==> src/rtl/fps_pkg.sv <==
package fps_pkg;

   typedef enum logic [3:0] {
      ST_IDLE,
      ST_SWE_ON,
      ST_PSU_ON,
      ST_PULSE,
      ST_P_OFF,
      ST_PSU_OFF,
      ST_PV_ON,
      ST_PV_OFF,
      ST_SWE_OFF,
      ST_REPORT
   } fps_state_e;

   // microseconds to clock cycles, rounded up, never below one cycle
   function automatic int unsigned us2cyc(input int unsigned us, input int unsigned khz);
      longint unsigned t;
      t = (longint'(us) * longint'(khz) + 64'd999) / 64'd1000;
      if (t < 64'd1) t = 64'd1;
      return int'(t);
   endfunction

   function automatic int unsigned max2(input int unsigned a, input int unsigned b);
      return (a > b) ? a : b;
   endfunction

endpackage

==> src/rtl/fps_wait_timer.sv <==
module fps_wait_timer #(
   parameter int TW = 8
) (
   input  logic          clk,
   input  logic          rst_n,
   input  logic          load_i,
   input  logic [TW-1:0] val_i,
   output logic          zero_o
);

   logic [TW-1:0] cnt_q;

   always_ff @(posedge clk or negedge rst_n) begin
      if (!rst_n)              cnt_q <= '0;
      else if (load_i)         cnt_q <= val_i;
      else if (cnt_q != '0)    cnt_q <= cnt_q - 1'b1;
   end

   assign zero_o = (cnt_q == '0);

   // a loaded wait counts down by one each cycle
   a_r2_timer_step: assert property (@(posedge clk) disable iff (!rst_n)
      (!load_i && !zero_o) |=> (cnt_q == $past(cnt_q) - 1'b1));

endmodule

==> src/rtl/fps_pass_ctr.sv <==
module fps_pass_ctr #(
   parameter int MAX_PASSES   = 1000,
   parameter int EXTRA_PASSES = 6,
   localparam int PW = $clog2(MAX_PASSES + 1)
) (
   input  logic clk,
   input  logic rst_n,
   input  logic first_i,
   input  logic next_i,
   output logic early_o,
   output logic last_o
);

   logic [PW-1:0] pass_q;

   always_ff @(posedge clk or negedge rst_n) begin
      if (!rst_n)       pass_q <= '0;
      else if (first_i) pass_q <= PW'(1);
      else if (next_i)  pass_q <= pass_q + 1'b1;
   end

   assign last_o = (pass_q == PW'(MAX_PASSES));

   generate
      if (EXTRA_PASSES > 0) begin : g_early
         assign early_o = (pass_q <= PW'(EXTRA_PASSES));
      end else begin : g_no_early
         assign early_o = 1'b0;
      end
   endgenerate

   // the pass number never goes past the limit
   a_r7_pass_bound: assert property (@(posedge clk) disable iff (!rst_n)
      (pass_q <= PW'(MAX_PASSES)));
   a_r7_no_step_at_limit: assert property (@(posedge clk) disable iff (!rst_n)
      (next_i |-> !last_o));

endmodule

==> src/rtl/fps_strobe_dec.sv <==
module fps_strobe_dec
   import fps_pkg::*;
(
   input  fps_state_e st_i,
   input  logic       reinf_i,
   input  logic       ok_i,
   output logic       swe_o,
   output logic       psu_o,
   output logic       pls_o,
   output logic       pv_o,
   output logic       reinf_o,
   output logic       busy_o,
   output logic       done_o,
   output logic       fail_o
);

   logic in_pgm;

   always_comb begin
      in_pgm  = (st_i == ST_PSU_ON) || (st_i == ST_PULSE) ||
                (st_i == ST_P_OFF)  || (st_i == ST_PSU_OFF);
      swe_o   = in_pgm || (st_i == ST_SWE_ON) || (st_i == ST_PV_ON) || (st_i == ST_PV_OFF);
      psu_o   = (st_i == ST_PSU_ON) || (st_i == ST_PULSE) || (st_i == ST_P_OFF);
      pls_o   = (st_i == ST_PULSE);
      pv_o    = (st_i == ST_PV_ON);
      reinf_o = reinf_i && in_pgm;
      busy_o  = (st_i != ST_IDLE);
      done_o  = (st_i == ST_REPORT) && ok_i;
      fail_o  = (st_i == ST_REPORT) && !ok_i;
   end

endmodule

==> src/rtl/flash_pgm_seq.sv <==
module flash_pgm_seq
   import fps_pkg::*;
#(
   parameter int unsigned CLK_KHZ      = 20000,
   parameter int          MAX_PASSES   = 1000,
   parameter int          EXTRA_PASSES = 6,
   parameter int unsigned T_SWE_US     = 1,
   parameter int unsigned T_PSU_US     = 50,
   parameter int unsigned T_SHORT_US   = 30,
   parameter int unsigned T_LONG_US    = 200,
   parameter int unsigned T_ADD_US     = 10,
   parameter int unsigned T_POFF_US    = 5,
   parameter int unsigned T_PSUOFF_US  = 5,
   parameter int unsigned T_PV_US      = 4,
   parameter int unsigned T_PVOFF_US   = 2,
   parameter int unsigned T_SWEOFF_US  = 100
) (
   input  logic clk,
   input  logic rst_n,
   input  logic start_i,
   input  logic verify_ok_i,
   output logic swe_o,
   output logic psu_o,
   output logic pls_o,
   output logic pv_o,
   output logic reinf_o,
   output logic busy_o,
   output logic done_o,
   output logic fail_o
);

   localparam int unsigned D_SWE    = us2cyc(T_SWE_US, CLK_KHZ);
   localparam int unsigned D_PSU    = us2cyc(T_PSU_US, CLK_KHZ);
   localparam int unsigned D_SHORT  = us2cyc(T_SHORT_US, CLK_KHZ);
   localparam int unsigned D_LONG   = us2cyc(T_LONG_US, CLK_KHZ);
   localparam int unsigned D_ADD    = us2cyc(T_ADD_US, CLK_KHZ);
   localparam int unsigned D_POFF   = us2cyc(T_POFF_US, CLK_KHZ);
   localparam int unsigned D_PSUOFF = us2cyc(T_PSUOFF_US, CLK_KHZ);
   localparam int unsigned D_PV     = us2cyc(T_PV_US, CLK_KHZ);
   localparam int unsigned D_PVOFF  = us2cyc(T_PVOFF_US, CLK_KHZ);
   localparam int unsigned D_SWEOFF = us2cyc(T_SWEOFF_US, CLK_KHZ);
   localparam int unsigned DMAX =
      max2(max2(max2(D_SWE, D_PSU), max2(D_SHORT, D_LONG)),
           max2(max2(D_ADD, D_POFF), max2(max2(D_PSUOFF, D_PV), max2(D_PVOFF, D_SWEOFF))));
   localparam int TW = $clog2(DMAX + 1);

   generate
      if (CLK_KHZ < 1 || MAX_PASSES < 1 || EXTRA_PASSES < 0 || EXTRA_PASSES > MAX_PASSES) begin : g_bad_cfg
         $error("flash_pgm_seq: illegal parameter combination");
      end
   endgenerate

   fps_state_e    st_q, st_d;
   logic          reinf_q, reinf_d;
   logic          vok_q;
   logic          t_zero, t_load;
   logic [TW-1:0] t_val;
   logic          p_first, p_next, p_early, p_last;
   logic          decide;

   fps_wait_timer #(.TW(TW)) u_timer (
      .clk(clk), .rst_n(rst_n), .load_i(t_load), .val_i(t_val), .zero_o(t_zero)
   );

   fps_pass_ctr #(.MAX_PASSES(MAX_PASSES), .EXTRA_PASSES(EXTRA_PASSES)) u_pass (
      .clk(clk), .rst_n(rst_n), .first_i(p_first), .next_i(p_next),
      .early_o(p_early), .last_o(p_last)
   );

   always_comb begin
      st_d    = st_q;
      reinf_d = reinf_q;
      t_load  = 1'b0;
      t_val   = '0;
      p_first = 1'b0;
      p_next  = 1'b0;
      decide  = 1'b0;
      unique case (st_q)
         ST_IDLE: if (start_i) begin
            st_d = ST_SWE_ON; t_load = 1'b1; t_val = TW'(D_SWE - 1);
            p_first = 1'b1; reinf_d = 1'b0;
         end
         ST_SWE_ON: if (t_zero) begin
            st_d = ST_PSU_ON; t_load = 1'b1; t_val = TW'(D_PSU - 1);
         end
         ST_PSU_ON: if (t_zero) begin
            st_d = ST_PULSE; t_load = 1'b1;
            if (reinf_q)      t_val = TW'(D_ADD - 1);
            else if (p_early) t_val = TW'(D_SHORT - 1);
            else              t_val = TW'(D_LONG - 1);
         end
         ST_PULSE: if (t_zero) begin
            st_d = ST_P_OFF; t_load = 1'b1; t_val = TW'(D_POFF - 1);
         end
         ST_P_OFF: if (t_zero) begin
            st_d = ST_PSU_OFF; t_load = 1'b1; t_val = TW'(D_PSUOFF - 1);
         end
         ST_PSU_OFF: if (t_zero) begin
            if (reinf_q) decide = 1'b1;
            else begin
               st_d = ST_PV_ON; t_load = 1'b1; t_val = TW'(D_PV - 1);
            end
         end
         ST_PV_ON: if (t_zero) begin
            st_d = ST_PV_OFF; t_load = 1'b1; t_val = TW'(D_PVOFF - 1);
         end
         ST_PV_OFF: if (t_zero) begin
            if (p_early) begin
               st_d = ST_PSU_ON; t_load = 1'b1; t_val = TW'(D_PSU - 1); reinf_d = 1'b1;
            end else decide = 1'b1;
         end
         ST_SWE_OFF: if (t_zero) st_d = ST_REPORT;
         ST_REPORT:  st_d = ST_IDLE;
         default:    st_d = ST_IDLE;
      endcase
      if (decide) begin
         t_load = 1'b1;
         if (vok_q || p_last) begin
            st_d = ST_SWE_OFF; t_val = TW'(D_SWEOFF - 1);
         end else begin
            st_d = ST_PSU_ON; t_val = TW'(D_PSU - 1); reinf_d = 1'b0; p_next = 1'b1;
         end
      end
   end

   always_ff @(posedge clk or negedge rst_n) begin
      if (!rst_n) begin
         st_q    <= ST_IDLE;
         reinf_q <= 1'b0;
         vok_q   <= 1'b0;
      end else begin
         st_q    <= st_d;
         reinf_q <= reinf_d;
         if (st_q == ST_IDLE && start_i)      vok_q <= 1'b0;
         else if (st_q == ST_PV_ON && t_zero) vok_q <= verify_ok_i;
      end
   end

   fps_strobe_dec u_dec (
      .st_i(st_q), .reinf_i(reinf_q), .ok_i(vok_q),
      .swe_o(swe_o), .psu_o(psu_o), .pls_o(pls_o), .pv_o(pv_o), .reinf_o(reinf_o),
      .busy_o(busy_o), .done_o(done_o), .fail_o(fail_o)
   );

   // a pulse only under setup and write-enable
   a_r2_pulse_needs_setup: assert property (@(posedge clk) disable iff (!rst_n)
      pls_o |-> (psu_o && swe_o));
   // verify and setup never overlap
   a_r10_verify_excl: assert property (@(posedge clk) disable iff (!rst_n)
      pv_o |-> !psu_o);
   // result pulses are exclusive and followed by idle
   a_r8_result_excl: assert property (@(posedge clk) disable iff (!rst_n)
      !(done_o && fail_o));
   a_r8_report_then_idle: assert property (@(posedge clk) disable iff (!rst_n)
      (done_o || fail_o) |=> !busy_o);
   // write-enable is low when a result is reported
   a_r8_swe_low_at_report: assert property (@(posedge clk) disable iff (!rst_n)
      (done_o || fail_o) |-> !swe_o);
   // an operation in progress keeps running whatever start does
   a_r9_busy_holds: assert property (@(posedge clk) disable iff (!rst_n)
      (busy_o && !done_o && !fail_o) |=> busy_o);
   // reinforcing step only on early passes
   a_r5_reinf_early: assert property (@(posedge clk) disable iff (!rst_n)
      reinf_o |-> p_early);

endmodule

==> config.mk <==
export PLATFORM = sky130hd
export DESIGN_NAME = flash_pgm_seq
export DESIGN_NICKNAME = d
export VERILOG_FILES = /design/src/rtl/fps_pkg.sv /design/src/rtl/fps_wait_timer.sv /design/src/rtl/fps_pass_ctr.sv /design/src/rtl/fps_strobe_dec.sv /design/src/rtl/flash_pgm_seq.sv
export SDC_FILE = /design/constraint.sdc
export NUM_CORES = 1
export LEC_CHECK = 0
export ABC_AREA = 1
export BUFFER_PORTS_ARGS = -buffer_cell sky130_fd_sc_hd__buf_2
export CORE_ASPECT_RATIO = 0.7
export CORE_MARGIN = 2
export CORE_UTILIZATION = 48
export CTS_BUF_LIST = sky130_fd_sc_hd__clkbuf_2
export CTS_CLUSTER_SIZE = 24
export DETAILED_ROUTE_END_ITERATION = 7
export PLACE_DENSITY = 0.65
export SYNTH_ARGS = -nofsm -noshare
export SYNTH_HDL_FRONTEND = slang
export SYNTH_SLANG_ARGS = --single-unit
export TNS_END_PERCENT = 10
==> constraint.sdc <==
create_clock -name clk -period 2.58 [get_ports clk]
set_clock_uncertainty 0.15 [all_clocks]
set_input_delay 0.129 -clock clk [delete_from_list [all_inputs] [get_ports clk]]
set_output_delay 0.129 -clock clk [all_outputs]
set_load 0.02 [all_outputs]
==> After elaboration in Yosys (flattened, before gate mapping) <==
Index checks and enable logic that the tools add are counted.
{ "totals": {"reg_bits": 28, "rom_bits": 0, "ram_bits": 0, "latchBits": 0, "mem_count": 0, "input_bits": 4} }
{ "op_classes": {"div": 0, "n_bitwise": 0, "n_shift": 0, "n_reduce_logical": 23, "mul": 0, "n_addsub": 2, "n_eq_ne": 21, "n_mux": 56, "magnitude_cmp": 1} }
{ "ops": {"columns": ["cell", "n"], "rows": [
  ["12-bit case mux with 7 select lines", 1],
  ["12-bit 2-to-1 mux", 6],
  ["4-bit 2-to-1 mux", 13],
  ["10-bit 2-to-1 mux", 5],
  ["4-bit case mux with 9 select lines", 1],
  ["3-bit inequality test, second input constant", 9],
  ["1-bit 2-to-1 mux", 21],
  ["7-bit 2-to-1 mux", 3],
  ["4-bit by 3-bit equality test with 1-bit output, second input constant", 4],
  ["12-bit zero test", 1],
  ["12-bit nonzero test", 1],
  ["12-bit by 1-bit subtractor with 12-bit output, second input constant", 1],
  ["11-bit 2-to-1 mux", 1],
  ["11-bit AND reduction", 1],
  ["10-bit by 1-bit adder with 10-bit output, second input constant", 1],
  ["10-bit equality test, second input constant", 1],
  ["10-bit by 3-bit less-or-equal comparator with 1-bit output, second input constant", 1],
  ["4-bit by 2-bit equality test with 1-bit output, second input constant", 2],
  ["4-bit equality test, second input constant", 2],
  ["1-bit logical OR", 7],
  ["6-bit 2-to-1 mux", 1],
  ["3-bit by 1-bit inequality test with 1-bit output, second input constant", 2],
  ["2-bit nonzero test", 3],
  ["1-bit logical AND", 5],
  ["9 further kinds", 10]
]} }

==> Logic depth before layout (Yosys ltp) <==
Gate-level depths: netlist (run 1).
{ "logic_depth": {"ltp_word": 7, "mapped_depth": 14, "ltp_nobuf": 14} }

==> Hierarchy <==
A second synthesis (run 1) with hierarchy kept.
{ "unflattened": {"cells_unflattened": 323, "hier_area_um2": 2124.5} }
{ "by_module_without_submodules": {"columns": ["module", "cells_each", "area_each_um2", "n_inst", "seq_area_each_um2"], "rows": [
  ["fps_wait_timer", 122, 834.6, 1, 300.3],
  ["fps_pass_ctr", 83, 619.3, 1, 250.2],
  ["flash_pgm_seq", 97, 574.3, 1, 150.1],
  ["fps_strobe_dec", 21, 96.3, 1, 0.0]
]} }

==> Worst setup path after synthesis (run 1) <==
Ideal clock, no wire load.
{ "synth_path": {"kind": "flip-flop to flip-flop", "startpoint": "reg st_q[3]", "endpoint": "reg u_timer.cnt_q[0]", "required_time_ps": 2311, "path_stages_with_launch": 13, "arrival_ps": 1649, "path_slack_ps": 662, "path_cell_list": "dfrtp_1 -> nor2_1 -> inv_2 -> nor2_2 -> nor2_4 -> nand2_1 -> nor2_1 -> nand2_2 -> nand2_4 -> nand2_4 -> nor2_2 -> nand2_1 -> nand2_1"} }
{ "synth_via": {"elab_chain_cells": 5, "word_cells_on_any_way": 17} }
{ "synth_lines": {"columns": ["element", "line", "rtl"], "rows": [
  ["start: declaration", "flash_pgm_seq.sv:53", "fps_state_e st_q, st_d;"],
  ["start signal: assignment", "flash_pgm_seq.sv:132", "st_q <= st_d;"],
  ["4-bit by 2-bit equality test with 1-bit output *", null, null],
  ["via pls_o", "flash_pgm_seq.sv:24", "output logic pls_o,"],
  ["5-bit OR reduction (no source line) or 2-bit OR reduction (tied branches)", null, null],
  ["1-bit case mux with 4 select lines or 12-bit case mux with 7 select lines (tied branches)", "flash_pgm_seq.sv:78", "unique case (st_q)"],
  ["1-bit 2-to-1 mux or 12-bit 2-to-1 mux (tied branches)", "flash_pgm_seq.sv:116", "if (decide) begin"],
  ["12-bit 2-to-1 mux or 2-bit nonzero test (tied branches)", null, null],
  ["end signal: assignment", "fps_wait_timer.sv:15", "else if (load_i) cnt_q <= val_i;"],
  ["end signal: assignment", "fps_wait_timer.sv:16", "else if (cnt_q != '0) cnt_q <= cnt_q - 1'b1;"],
  ["end: declaration", "fps_wait_timer.sv:11", "logic [TW-1:0] cnt_q;"]
]} }
The timed path passes the listed nets; every way through them passes the cells marked *.
A chain may end at the register's enable or synchronous reset.

==> Worst setup path in the final report (run 1) <==
{ "layout_path": {"startpoint": "reg u_pass.pass_q[0]", "endpoint": "reg u_timer.cnt_q[10]"} }
{ "layout_via": {"elab_chain_cells": 7, "word_cells_on_any_way": 18} }
{ "layout_lines": {"columns": ["element", "line", "rtl"], "rows": [
  ["start: declaration", "fps_pass_ctr.sv:14", "logic [PW-1:0] pass_q;"],
  ["start signal: assignment", "fps_pass_ctr.sv:19", "else if (next_i) pass_q <= pass_q + 1'b1;"],
  ["10-bit by 3-bit less-or-equal comparator with 1-bit output", "fps_pass_ctr.sv:26", "assign early_o = (pass_q <= PW'(EXTRA_PASSES));"],
  ["12-bit 2-to-1 mux", "flash_pgm_seq.sv:89", "else if (p_early) t_val = TW'(D_SHORT - 1);"],
  ["12-bit 2-to-1 mux", "flash_pgm_seq.sv:88", "if (reinf_q) t_val = TW'(D_ADD - 1);"],
  ["12-bit 2-to-1 mux", "flash_pgm_seq.sv:86", "ST_PSU_ON: if (t_zero) begin"],
  ["12-bit case mux with 7 select lines", "flash_pgm_seq.sv:78", null],
  ["12-bit 2-to-1 mux", "flash_pgm_seq.sv:116", null],
  ["12-bit 2-to-1 mux", "fps_wait_timer.sv:15", null]
]} }
Parallel ways exist; a longest one is shown, timed or not.

==> results of run 1 <==
-- routing by layer --
| layer | vias to the layer above | GRT usage, % | share of wire [%] |
|---|---|---|---|
| li1 | 1028 | - | - |
| met5 | - | 0 | 0 |
| met4 | 0 | 2.04 | 0.42 |
| met3 | 2 | 4.22 | 6.4 |
| met2 | 62 | 30.7 | 37 |
| met1 | 875 | 37.6 | 56 |
-- worst min-delay path by stage --
stage	from	cells past startpoint	end	slack, ns
5_1_grt	start_i	5	st_q[0]	0.08
3_3_place_gp	rst_n	1	st_q[1]	0.04
2_1_floorplan	rst_n	0	reinf_q	-0.32
3_5_place_dp	rst_n	1	st_q[0]	0.05
6_report	start_i	5	st_q[0]	0.05
4_1_cts	start_i	5	st_q[0]	0.05
-- synth_stat cells, types with 3 or more instances --
cell | instances | area [µm²]
nand2_2 | 7 | 43.8
xor2_1 | 12 | 105
dfrtp_1 | 28 | 701
a21oi_1 | 13 | 65.1
nand4_1 | 3 | 18.8
nand2_4 | 5 | 56.3
o21ai_1 | 9 | 45.0
nor3_1 | 10 | 50.1
inv_2 | 10 | 37.5
nor2_2 | 9 | 56.3
nor2_4 | 3 | 33.8
nor2_1 | 43 | 161
nand2_1 | 63 | 236
nand3_1 | 30 | 150
ha_1 | 5 | 62.6
inv_1 | 35 | 131
o21ai_0 | 8 | 40.0
-- repair_timing --
action / in CTS / in global routing
endpoints found under the setup margin: 0 / 0
hold buffers: 2 / 0
hold endpoints to repair: 29 / 0
-- registers in the layout (all words and copies together), names as in the netlist --
register	flops
reinf_q	1
st_q	4
u_pass.pass_q	10
u_timer.cnt_q	12
vok_q	1
-- final cells by class --
class                      count  share of cell area, %
clock buffer                   3                  0.645
inverter                      45                   7.25
multi-input combinational    237                   55.8
sequential                    28                   30.1
tap                           55                   2.96
timing repair buffer          13                   3.22
-- cells by family after synthesis --
kind of cell    after synthesis  share of synthesized area [%]
compound gates               39                           10.4
xor+xnor                     14                           5.62
fa+ha+maj                     5                           2.87
buf+inv                      46                           8.26
flops                        28                           32.1
simple gates                179                           40.7
-- worst max-delay path, stage by stage (launching register included) --
cell and delay [ns]:
dfrtp_1 0.48, inv_1 0.15, ha_1 0.16, nor2_1 0.04, nor2_1 0.20, nand3_2 0.15, nand2_1 0.11, nand2_1 0.07
nand2_2 0.09, nand2_4 0.08, nand2_4 0.14, nand2_1 0.07, a21oi_1 0.18
-- power breakdown --
part	leakage, nW	switching [mW]	internal (mW)
sequential	0.336	0.00470	0.443
clock	0.0125	0.139	0.0315
combinational	0.892	0.0180	0.00849
total	1.24	0.161	0.483
==> impl_results.md, run 1 <==
* Design Area, Final at roughly 2300 µm²
* Setup TNS at 0 ns
* Most frequent cells in the layout: 63 x nand2_1, 43 x nor2_1, 35 x inv_1
* Violation count after the first detailed-route iteration at 181
* Cell Area, Synth at 2180 µm²
* FF-to-FF path depth at 12
* Clock-pin slew on the worst setup and hold paths at between 0.2 and 0.3 ns
* Commonest non-fill, non-tap cell in the layout: nand2_1
* Max Clk Rate at 0.468 GHz
* Synth Register Bits at 28
* Gr ovfl total at 0
* Multi-input gate area at 1300 µm²
* Ant diodes at 0
* Finished Layout Cells at between 300 and 400
* Core box area at between 4000 and 5000 µm²
* Clk sinks at 28
* Antenna violations before repair at 0
* Post-CTS setup buffer count at 0
* CTS tree: yes
* Fin Hold WS at 0.0459 ns
* Reg-to-Reg Start: u_pass.pass_q[0]
* Hold crit path type: input pin to flop
* Vias in the first global route at about 1.8k
* Area growth syn-to-layout at 6.77%
* CP Launch Type: flop
* Final net count at roughly 340
* Final period util at just over 80%
* Post-CTS sizing at 0
* Synth Instances at 311
* Pre-CTS WS at 0.486 ns
* Placer Congestion at 0.911
* Clk root buf: clkbuf_2
* Final count of hold timing violations at 0
* MaxCap Viol Count at 0
* 1st-pass router iterations at 4
* Ys async rst share at between 90% and 100%
* Power density cells at about 280 nW/µm²
* Post-synthesis sequential area ratio at 32.1%
* DP Area at 2290 µm²
* Crit path time final at roughly 2.1 ns
* DR vias/cell at 5.16
* R2R setup slack at around 0.44 ns
* HPWL Detailed at roughly 4100 µm
* Clk_lat worst skew at approximately 0.38 ns
* Slew HR at between 50% and 60%
* Cell Count Post-Placement at 376
* PortBufs at 11
* Syn Nets at between 300 and 400
* Setup CP Type: flop to flop
* FP Rows at 20
* Die Area at between 5000 and 6000 µm²
* Synth Flop Type: dfrtp_1
* Tightest Pin Transition at between 0.6 and 0.7 ns
* Crit path from: u_pass.pass_q[0]
* Outcome: complete, no violations
* Total CTS buffers at 3
* H-tree levels at 1
* Share of cells above drive strength 1 at about 17%
* Final WS setup at 0.442 ns
* Tot GR Track Use at between 20% and 30%
* Crit end category: flop
* Worst-path fanout max at 10
* RR Endpoint: u_timer.cnt_q[10]
* Final core occ at 53.5%
* Register area at 701 µm²
* Max Slew Vio Count at 0
* Initial Utilization at approximately half
* Syn avg cell area at about 7 µm²
* CP arrival at between 2 and 2.5 ns
* Setup crit end: u_timer.cnt_q[10]
* Total Routed Length at between 5000 and 6000 µm
* Worst vdd ir at about 0.16 mV
* Unique cell type count in the Yosys netlist at 30
* Die Y at slightly above 60 µm
* Fill cells at roughly 460
* Drc violations at 0
* Via Count at just under 2k
* Number of flops mapped to enable cells by yosys at 0
* Post-DRT Antenna Nets at 0
* First-pass GRT wire length at 8920 µm
* Unrepaired setup endpoints after global routing: no
* Final setup viols at 0
* Total power at about 0.64 mW
* # IOs at 12
* Largest net degree at the start of global routing at 29
* DR WL/cell at approximately 14 µm
* Die width at between 80 and 90 µm
* CTS Buffer Depth at 2
* YS warnings at 0
* Critical Path RT at approximately 2.8 ns
* Pleak at around 1.2 nW
Note: power is estimated with default switching activity, not from simulation.
==> run 2, diff against run 1 <==
- clock period: 2.58 -> 2 ns (I/O delays scaled with it)
==> impl_results.md, run 2 (synthesized netlist as in run 1, its figures left out) <==
* Clk root buf: clkbuf_2
* Final period util at 96.5%
* Die width at around 85 µm
* Tot GR Track Use at 22.9%
* Vias in the first global route at 1879
* DP Area at approximately 2400 µm²
* Post-DRT Antenna Nets at 0
* Gr ovfl total at 0
* Ant diodes at 0
* Max reg flops at 12
* WHS Endpoint: st_q[0]
* CTS Buffer Depth at 2
* Final setup viols at 0
* Core box area at approximately 4400 µm²
* Clk_lat worst skew at roughly 0.4 ns
* Pleak at ~1.3 nW
* Slew HR at between 50% and 60%
* Largest net degree at the start of global routing at 29
* Total Routed Length at between 5000 and 6000 µm
* Design Area, Final at 2640 µm²
* Hold crit path type: input pin to flop
* Hold Path Stages at 5
* Setup CP Type: flop to flop
* Share of cells above drive strength 1 at 28.2%
* MaxCap Viol Count at 0
* Power density cells at 372 nW/µm²
* RR Endpoint: u_timer.cnt_q[0]
* Biggest register: u_timer.cnt_q
* Violation count after the first detailed-route iteration at between 200 and 300
* Crit path time final at 1.93 ns
* Cell Count Post-Placement at 390
* Most frequent cells in the layout: 61 x nand2_1, 37 x nor2_1, 33 x inv_1
* Die Area at slightly above 5000 µm²
* CP arrival at 2.13 ns
* DR WL/cell at 14.4 µm
* PortBufs at 11
* Die Y at 60.4 µm
* Max Slew Vio Count at 0
* # IOs at 12
* Met2 wire len at roughly 2400 µm
* Reg-to-Reg Start: st_q[0]
* HPWL Detailed at roughly 4300 µm
* H-tree levels at 1
* Via Count at 2155
* Antenna violations before repair at 0
* Clk sinks at 28
* R2R setup slack at ~0.07 ns
* Setup TNS at 0 ns
* HP Start: start_i
* Clock-pin slew on the worst setup and hold paths at approximately 0.27 ns
* Max layer used: met4
* Regs by FF count: u_timer.cnt_q (12), u_pass.pass_q (10), st_q (4)
* Area growth syn-to-layout at 20.9%
* Wl on met1 at ~2900 µm
* Final net count at ~360
* CTS tree: yes
* Max Clk Rate at 0.518 GHz
* Crit end category: flop
* Outcome: complete, no violations
* Commonest non-fill, non-tap cell in the layout: nand2_1
* Unrepaired setup endpoints after global routing: yes
* Register area at 704 µm²
* Final core occ at 60.6%
* Finished Layout Cells at around 410
* Worst vdd ir at around 0.26 mV
* FP Rows at 20
* Total power at 0.981 mW
* Initial Utilization at between 50% and 60%
* CP Launch Type: flop
* Worst-path fanout max at 7
* Placer Congestion at 0.891
* DR vias/cell at around 5.3
* Critical Path RT at about 2.2 ns
* Multi-input gate area at 1400 µm²
* Total CTS buffers at 3
* First-pass GRT wire length at between 9000 and 10000 µm
* FF-to-FF path depth at 12
* 1st-pass router iterations at 5
* Drc violations at 0
* Met3 WL at between 400 and 500 µm
* Final count of hold timing violations at 0
* Tightest Pin Transition at just under 0.7 ns
* Fill cells at between 300 and 400
## run 2: final cells by class
type,instances,share of cell area [%]
Multi-Input combinational cell,238,53.0
Clock inverter,1,1.14
Inverter,45,6.40
Clock buffer,3,0.569
Tap cell,55,2.61
Timing Repair Buffer,36,9.54
Sequential cell,28,26.7
## run 2: how the worst max path moves through the flow
| stage | startpoint | endpoint | depth (start not counted) |
|---|---|---|---|
| 2_1_floorplan | st_q[3] | u_timer.cnt_q[0] | 12 |
| 3_3_place_gp | u_pass.pass_q[0] | u_timer.cnt_q[3] | 11 |
| 3_5_place_dp | u_pass.pass_q[0] | u_timer.cnt_q[3] | 11 |
| 4_1_cts | u_pass.pass_q[0] | u_timer.cnt_q[0] | 12 |
| 5_1_grt | st_q[3] | reinf_o | 6 |
| 6_report | st_q[0] | u_timer.cnt_q[0] | 12 |
## run 2: through the flow
stage                     hold WS [ns]  setup slack (ns)
after floorplan                 -0.346            0.0819
after global placement          0.0245            0.0574
after detailed placement        0.0304           0.00970
after CTS                      0.00647            0.0174
after global routing            0.0430           -0.0514
final                           0.0284            0.0709
## run 2: power breakdown
group          internal (mW)  total [mW]  switching, mW
logic                 0.0152      0.0421         0.0269
clock network          0.172       0.363          0.191
registers              0.572       0.576        0.00364
## run 2: critical path, cell delays in order, from the launching register on
cell     delay (ns)
dfrtp_1        0.50
buf_4          0.16
nand2_2        0.13
nor2_4         0.05
nor2_4         0.16
nand2_1        0.09
nor2_1         0.12
nand2_2        0.09
nand2_4        0.12
nand2_4        0.10
nor2_4         0.13
nand2_1        0.05
nand2_1        0.05
## run 2: what timing repair did
action | in CTS | in global routing
gates cloned | 0 | 1
resized for setup | 3 | 24
setup buffers | 2 | 7
hold endpoints to repair | 29 | 0
endpoints found under the setup margin | 3 | 26
hold buffers | 2 | 0
pin swaps | 0 | 7
## run 2: layer usage
metal | vias to the layer above | track usage (%)
met1 | 973 | 36.6
li1 | 1079 | -
met5 | - | 0
met4 | 0 | 2.04
met3 | 4 | 3.54
met2 | 99 | 33.7
==> run 3, diff against run 2 <==
- CTS_BUF_LIST: sky130_fd_sc_hd__clkbuf_2 -> sky130_fd_sc_hd__clkbuf_16
==> impl_results.md, run 3 (synthesized netlist as in run 1, its figures left out) <==
* Clock-pin slew on the worst setup and hold paths at about 0.080 ns
* Biggest register: u_timer.cnt_q
* CTS Buffer Depth at 2
* Final net count at approximately 360
* Ant diodes at 0
* Via Count at between 2k and 2.5k
* Max Slew Vio Count at 0
* MaxCap Viol Count at 0
* Slew HR at 54.9%
* Core box area at 4350 µm²
* Unrepaired setup endpoints after global routing: yes
* Tot GR Track Use at between 20% and 30%
* Max reg flops at 12
* Die width at ~85 µm
* Drc violations at 0
* FP Rows at 20
* Final setup viols at 0
* Worst-path fanout max at 8
* Initial Utilization at 50.1%
* Critical Path RT at between 2 and 2.5 ns
* Setup TNS at 0 ns
* Outcome: complete, no violations
* Post-DRT Antenna Nets at 0
* Gr ovfl total at 0
* Largest net degree at the start of global routing at 29
* DR vias/cell at approximately 5.2
* Final core occ at a little under 60%
* Setup CP Type: flop to flop
* First-pass GRT wire length at between 9000 and 10000 µm
* Max Clk Rate at between 0.5 and 0.6 GHz
* Final period util at between 90% and 100%
* H-tree levels at 1
* Placer Congestion at about 0.9
* Final WS setup at between 0.04 and 0.05 ns
* Most frequent cells in the layout: 63 x nand2_1, 42 x nor2_1, 33 x inv_1
* Pleak at roughly 1.4 nW
* Die Y at approximately 60 µm
* PortBufs at 11
* Area growth syn-to-layout at 18.5%
* Die Area at between 5000 and 6000 µm²
* Clk root buf: clkbuf_16
* Crit path time final at 1.96 ns
* CTS tree: yes
* Clk sinks at 28
* Clk_lat worst skew at 0.27 ns
* DR WL/cell at 13.9 µm
* Regs by FF count: u_timer.cnt_q (12), u_pass.pass_q (10), st_q (4)
* Pre-CTS WS at roughly 0.0097 ns
* Worst vdd ir at 0.280 mV
* CP arrival at approximately 2.0 ns
* Fin Hold WS at between 0.15 and 0.2 ns
* 1st-pass router iterations at 4
* Total Routed Length at about 5600 µm
* Fill cells at between 300 and 400
* Total CTS buffers at 3
* Violation count after the first detailed-route iteration at about 320
* # IOs at 12
* CP Launch Type: flop
* Tightest Pin Transition at about 0.68 ns
* Hold crit path type: input pin to flop
* Share of cells above drive strength 1 at 24.1%
* Power density cells at between 400 and 500 nW/µm²
* Antenna violations before repair at 0
* Crit end category: flop
* Vias in the first global route at around 1.9k
* HPWL Detailed at 4260 µm
* Commonest non-fill, non-tap cell in the layout: nand2_1
* Final count of hold timing violations at 0
[run 3: worst paths after layout]
check                                      start               end  slack, ns  cells after the start
min in group asynchronous                  rst_n  u_pass.pass_q[7]       0.25                      2
worst min-delay path                     start_i           st_q[0]       0.18                      5
worst max-delay path            u_timer.cnt_q[1]  u_timer.cnt_q[3]       0.04                      9
worst max register to register  u_timer.cnt_q[1]  u_timer.cnt_q[3]       0.04                      9
worst min register to register  u_timer.cnt_q[0]  u_timer.cnt_q[0]       0.33                      2
max in group asynchronous                  rst_n  u_pass.pass_q[6]       0.98                      2
[run 3: area by class of cell]
class                   count  area (µm²)  share of cell area [%]
clock buffers               3        75.1                    2.90
clock inverters             1        30.0                    1.16
inverters                  45         171                    6.63
multi-input cells         237        1330                    51.4
flip-flops and latches     28         702                    27.2
well taps                  55        68.8                    2.66
repair buffers             31         210                    8.13
[run 3: what timing repair did]
item / in CTS / in global routing
buffers inserted: 2 / 2
endpoints found under the hold margin: 29 / 0
endpoints found under the setup margin: 2 / 22
hold buffers: 2 / 0
pin swaps: 1 / 1
resized for setup: 0 / 10
[run 3: per-layer routing]
| metal | global-route usage, % | vias to the layer above | routed length, µm |
|---|---|---|---|
| met5 | 0 | - | 0 |
| met4 | 2.04 | 0 | 22 |
| met3 | 3.95 | 2 | 348 |
| met2 | 34.3 | 56 | 2280 |
| met1 | 36.8 | 969 | 2920 |
| li1 | - | 1067 | - |
[run 3: metrics by stage]
stage,total power [mW],cells,instance area [µm²]
floorplan,0.600,311,2180
global placement,0.620,390,2400
detailed placement,0.620,390,2400
finish,1.22,400,2580
CTS,1.23,398,2540
global route,1.26,400,2580
[run 3: power by group]
| group | leakage [nW] | internal, mW | switching [mW] |
|---|---|---|---|
| Combinational | 0.970 | 0.0124 | 0.0247 |
| Sequential | 0.335 | 0.570 | 0.00448 |
| Clock | 0.0511 | 0.399 | 0.211 |
[run 3: critical path, cell delays in order, from the launching register on]
cell and delay (ns):
dfrtp_1 0.39, inv_1 0.11, ha_2 0.21, nand4_2 0.17
nor2_8 0.21, buf_4 0.16, a21oi_4 0.06, buf_4 0.14
a21oi_1 0.18, nor2_1 0.07
